## src/rtl/spi_cmd_regfile.sv

```systemverilog
module spi_cmd_regfile (
  input  logic       clk,
  input  logic       rst_n,
  input  logic       sclk,
  input  logic       cs_n,
  input  logic       mosi,
  output logic       miso,
  output logic       int_n,
  input  logic [7:0] flag_set,
  output logic [2:0] rts_req
);
  localparam int         NREG   = 128;
  localparam logic [6:0] A_STAT = 7'h0E;
  localparam logic [6:0] A_CTRL = 7'h0F;
  localparam logic [6:0] A_IEN  = 7'h2B;
  localparam logic [6:0] A_IFL  = 7'h2C;
  localparam logic [6:0] A_TX0  = 7'h30;
  localparam logic [6:0] A_TX1  = 7'h40;
  localparam logic [6:0] A_TX2  = 7'h50;
  localparam logic [7:0] OP_WR  = 8'h02;
  localparam logic [7:0] OP_RD  = 8'h03;
  localparam logic [7:0] OP_BM  = 8'h05;
  localparam logic [7:0] OP_RST = 8'hC0;

  logic [7:0] mem [NREG];
  logic       sclk_q, cs_q;
  logic [2:0] bit_cnt, idx;
  logic [6:0] rx_sh, ptr, ld_addr;
  logic [7:0] tx_sh, op, mask, wr_data, ifl_nxt;
  logic [1:0] rx_pend;
  logic       wr_en, ld, do_rts, do_reset;

  logic [7:0] flags, ien, stat, ctrl, txc0;
  assign flags = mem[A_IFL];
  assign ien   = mem[A_IEN];
  assign stat  = mem[A_STAT];
  assign ctrl  = mem[A_CTRL];
  assign txc0  = mem[A_TX0];

  wire       rise      = !cs_n && sclk && !sclk_q;
  wire       fall      = !cs_n && !sclk && sclk_q;
  wire       byte_done = rise && bit_cnt == 3'd7;
  wire [7:0] b         = {rx_sh, mosi};
  wire       cs_rise   = cs_n && !cs_q;
  wire       is_ltx    = op == 8'h40 || op == 8'h42 || op == 8'h44;
  wire       is_rrx    = op == 8'h90 || op == 8'h94;

  assign miso  = !cs_n && tx_sh[7];
  assign int_n = ~|(flags & ien);

  function automatic logic [7:0] rst_val(input logic [6:0] a);
    return (a == A_STAT) ? 8'h80 : (a == A_CTRL) ? 8'h87 : 8'h00;
  endfunction

  always_comb begin
    wr_en = 1'b0; wr_data = b; ld = 1'b0; ld_addr = ptr;
    do_rts = 1'b0; do_reset = 1'b0;
    if (byte_done) begin
      if (idx == 3'd0) begin
        do_reset = b == OP_RST;
        do_rts   = b[7:3] == 5'b10000;
        if (b == 8'h90) begin ld = 1'b1; ld_addr = 7'h61; end
        if (b == 8'h94) begin ld = 1'b1; ld_addr = 7'h71; end
      end else if (op == OP_WR) begin
        wr_en = idx != 3'd1;
      end else if (op == OP_RD) begin
        ld = 1'b1;
        if (idx == 3'd1) ld_addr = b[6:0];
      end else if (op == OP_BM) begin
        wr_en   = idx == 3'd3;
        wr_data = (mem[ptr] & ~mask) | (b & mask);
      end else if (is_ltx) begin
        wr_en = 1'b1;
      end else if (is_rrx) begin
        ld = 1'b1;
      end
    end
  end

  always_ff @(posedge clk or negedge rst_n) begin
    if (!rst_n) begin
      sclk_q <= 1'b0; cs_q <= 1'b1; bit_cnt <= '0; idx <= '0;
      rx_sh <= '0; tx_sh <= '0; op <= '0; mask <= '0; ptr <= '0;
      rx_pend <= '0; rts_req <= '0;
    end else begin
      sclk_q  <= sclk;
      cs_q    <= cs_n;
      rts_req <= do_rts ? b[2:0] : 3'b000;
      if (cs_n) begin
        bit_cnt <= '0; idx <= '0; tx_sh <= '0; rx_sh <= '0; rx_pend <= '0;
      end else begin
        if (rise) begin
          bit_cnt <= bit_cnt + 3'd1;
          rx_sh   <= b[6:0];
        end
        if (fall && bit_cnt != 3'd0) tx_sh <= {tx_sh[6:0], 1'b0};
        if (byte_done) begin
          tx_sh <= ld ? mem[ld_addr] : 8'h00;
          idx   <= (idx == 3'd4) ? idx : idx + 3'd1;
          if (idx == 3'd0) begin
            op      <= b;
            rx_pend <= {b == 8'h94, b == 8'h90};
            case (b)
              8'h40:   ptr <= 7'h31;
              8'h42:   ptr <= 7'h41;
              8'h44:   ptr <= 7'h51;
              8'h90:   ptr <= 7'h62;
              8'h94:   ptr <= 7'h72;
              default: ;
            endcase
          end else if ((op == OP_WR || op == OP_BM) && idx == 3'd1) begin
            ptr <= b[6:0];
          end else if (op == OP_RD && idx == 3'd1) begin
            ptr <= b[6:0] + 7'd1;
          end else if (op == OP_BM && idx == 3'd2) begin
            mask <= b;
          end else if (op == OP_WR || op == OP_RD || is_ltx || is_rrx) begin
            ptr <= ptr + 7'd1;
          end
        end
      end
    end
  end

  always_comb begin
    ifl_nxt = (wr_en && ptr == A_IFL) ? wr_data : flags;
    if (cs_rise) ifl_nxt = ifl_nxt & ~{6'b0, rx_pend};
    ifl_nxt = ifl_nxt | flag_set;
  end

  always_ff @(posedge clk or negedge rst_n) begin
    if (!rst_n) begin
      for (int i = 0; i < NREG; i++) mem[i] <= rst_val(7'(i));
    end else if (do_reset) begin
      for (int i = 0; i < NREG; i++) mem[i] <= rst_val(7'(i));
      mem[A_IFL] <= flag_set;
    end else begin
      if (wr_en && ptr != A_STAT) mem[ptr] <= wr_data;
      if (do_rts && b[0]) mem[A_TX0][3] <= 1'b1;
      if (do_rts && b[1]) mem[A_TX1][3] <= 1'b1;
      if (do_rts && b[2]) mem[A_TX2][3] <= 1'b1;
      if (ctrl[7:5] <= 3'd4) mem[A_STAT] <= {ctrl[7:5], 5'b0};
      mem[A_IFL] <= ifl_nxt;
    end
  end
endmodule

```

## config.mk

```make
export PLATFORM = sky130hd
export DESIGN_NAME = spi_cmd_regfile
export DESIGN_NICKNAME = d
export VERILOG_FILES = /design/src/rtl/spi_cmd_regfile.sv
export SDC_FILE = /design/constraint.sdc
export NUM_CORES = 2
export LEC_CHECK = 0
export BUFFER_PORTS_ARGS = -buffer_cell sky130_fd_sc_hd__buf_2
export CAP_MARGIN = 20
export CORE_MARGIN = 4
export CORE_UTILIZATION = 62
export CTS_CLUSTER_DIAMETER = 120
export DETAILED_ROUTE_END_ITERATION = 6
export GPL_TIMING_DRIVEN = 1
export PLACE_DENSITY_LB_ADDON = 0.08
export SETUP_SLACK_MARGIN = 0.15
export SLEW_MARGIN = 20
export SYNTH_ARGS = -nofsm -noshare
export SYNTH_HDL_FRONTEND = slang
export SYNTH_SLANG_ARGS = --single-unit
```

## constraint.sdc

```tcl
create_clock -name clk -period 4.9 [get_ports clk]
set_input_delay 0 -clock clk [delete_from_list [all_inputs] [get_ports clk]]
set_output_delay 0 -clock clk [all_outputs]
set_load 0.05 [all_outputs]
```

==> metrics <==
P per Cell Area 291 nW/um2; CP arrival 5290 ps; post-synthesis instance total 6542; skew final 37.0 ps; Data required, critical path 5530 ps; critical path cell sequence and3_4 > buf_4 > a22oi_1 > nand4_1 > mux4_2 > and3b_1 > o41ai_4 > buf_4 > o21ai_0 > a21o_1; Min-Delay Path Class input port to asynchronous set/reset pin; DR DRC count 3; mean post-synth cell area 8.74 um2; Synth top cells by count nand3_1, dfrtp_1, o21ai_0; failing checks design-rule violations; Worst path slowest cell mux4_2; CTS tree done; Final Hold Viols 0; CTS root buf clkbuf_16; post-synth top area cell dfrtp_1; Slew Limit Fails 0; die area 97100 um2; sequential fraction of the synthesis area 47.1%; initial DRC count 10200; effective utilization at floorplan 62.5%; Syn Nets 6564; pre-CTS setup slack 182 ps; Synth-to-Final Area Change 11.1%; CP endpoint kind flop; fmax 214 MHz; Num Clock Sinks 1075; drt pass-1 iters 7; # port buffers 17; buffers and inverters on the worst path 2; Vias 57900; maximum clock path buffer count 3; Post-Layout Cell Count 7599; post-synth top area share 46.8%; H-Tree Depth 3; RSZ-0062 raised after global routing no; cell family with most CP delay simple AND/OR/NAND/NOR gates; YS warnings 0; crit path launch type flop; Crit path top cell by count buf_4; synth top area cells dfrtp_1, nand3_1, o21ai_0; outcome finished with violations; Post-synth EDFFs 0; gp weighted congestion 1.06; gr usage total 49.6%; Wirelength per Cell 32.5 um; Total Neg Setup Slack 0 ps; nets@finish 6328; crit-path max FO 47; io pins 18; fraction of layout cells with a size suffix above 1 9.37%; vias in the first global route 54200; initial antenna violation count 15; dominant synthesized flop cell dfrtp_1; CP Class flop to flop; Die X 312 um; final WL 247000 um; Final period util 95.2%; Final WS setup 235 ps; Final Setup Violations 0; detailed placement HPWL 162000 um; Final ANT Viol Nets 0; Slew HR 16.6%; placed cells 7356; CTS clk-pin slew, worst paths 60 ps; number of distinct library cells after synthesis 92; Leak 25.7 nW; TritonCTS Buffers 113; Via density 7.62; Max-Cap Viols 0; Syn Std Cell Area 57200 um2; num rows 111; die height 312 um; post-synthesis async set-or-reset flop share 100%; peak supply drop 0.306 mV; Tightest Pin Transition 1240 ps; minimum clock period 4670 ps; largest net degree at the start of global routing 145; clk_lat worst skew 750 ps; core area 91500 um2; most instantiated library cell after synthesis nand3_1; gr ovfl total 0; first-pass GRT wire length 364000 um; Yosys reg bits 1075; crit-path max cell delay 670 ps
## layout make-up
| type | count | area (um2) |
|---|---|---|
| Tap cell | 1186 | 1480 |
| Clock inverter | 51 | 754 |
| Sequential cell | 1075 | 26900 |
| Fill cell | 7366 | 28000 |
| Multi-Input combinational cell | 4748 | 27500 |
| Antenna cell | 8 | 20.0 |
| Clock buffer | 163 | 3250 |
| Timing Repair Buffer | 353 | 3590 |
| Inverter | 15 | 56.3 |
## registers in the layout, summed over array words and instances, names as in the netlist
| register | flops |
|---|---|
| ctrl | 8 |
| flags | 8 |
| tx_sh | 8 |
| mem | 984 |
| stat | 8 |
| sclk_q | 1 |
| rts_req | 3 |
| idx | 3 |
| mask | 8 |
| bit_cnt | 3 |
| ien | 8 |
| txc0 | 8 |
| op | 8 |
| ptr | 7 |
| cs_q | 1 |
| rx_pend | 2 |
| rx_sh | 7 |
## cell usage in the layout, fill, tap and decap left out, drive strengths merged, types with 18 or more instances in the layout
cell         instances
buf                332
nand2              682
mux2i              133
a22o                64
and3               165
a221oi              73
o211ai              30
a2111oi             19
nor3                23
a32oi               23
dlygate4sd3         21
nand3             1146
nor2                96
a21oi              121
nand4              101
clkbuf             163
a31oi              142
clkinv              26
o21ai             1078
dfrtp             1069
a22oi              412
inv                 18
a211oi             219
nand2b              22
and2                23
## layer usage
layer  vias up  share of wire, %  track usage, %
met2      4928                41            69.8
met1     27600                35            64.5
met4        10               9.2            33.7
met3      1313                15            17.4
met5         -             0.036               0
li1      24000                 -               -
## worst reg2reg max path, cell delays in order, from the launching register on
cell,delay (ps)
dfrtp_1,580
and3_4,630
buf_4,420
a22oi_1,180
nand4_1,600
mux4_2,670
and3b_1,210
o41ai_4,290
buf_4,550
o21ai_0,220
a21o_1,210
## power breakdown
part / switching, mW / leakage, nW / internal [mW]
clock network: 3.87 / 1.95 / 5.42
registers: 0.00248 / 14.9 / 8.88
logic: 0.265 / 8.77 / 0.0519
## path summary, 6_finish.rpt
| kind | cells after the start | start | to | slack (ps) |
|---|---|---|---|---|
| max | 10 | ptr[2] | flags[4] | 230 |
| min | 2 | rst_n | mem[309] | 3 |
| max reg2reg | 10 | ptr[2] | flags[4] | 230 |
| min reg2reg | 2 | mask[5] | mask[5] | 490 |
| max in group asynchronous | 4 | rst_n | mem[415] | 3430 |
| min in group clk | 3 | cs_n | bit_cnt[0] | 130 |
## stage by stage
stage                     hold WS [ps]  total power [mW]  cell area, um2  utilization, %
after detailed placement           180              9.35           59200            64.7
after floorplan                   -296              9.10           57200               -
after CTS                         1.99              18.5           63500            69.3
after global placement             177              9.35           59200            64.7
after global routing              62.8              18.9           63500            69.4
final                             2.88              18.5           63500            69.4
## logic make-up (layout without fill, tap and decap cells)
kind of cell	after synthesis	after routing	share of synthesized area, %
AOI/OAI and AO/OA	2268	2268	24.8
xor gates and xnor gates	3	3	0.0460
adders and majority gates	9	9	0.197
buffers and inverters	719	582	5.39
DFF	1075	1075	47.1
muxes	151	151	2.81
other	0	8	0
and+or+nand+nor	2317	2317	19.7
## repair_timing
item | in CTS | in global routing
setup buffers | 0 | 0
gates resized for setup | 0 | 7
hold endpoints to repair | 143 | 0
hold buffers | 21 | 0
setup endpoints to repair | 0 | 7
No activity file was read; power rests on OpenSTA's default activity.
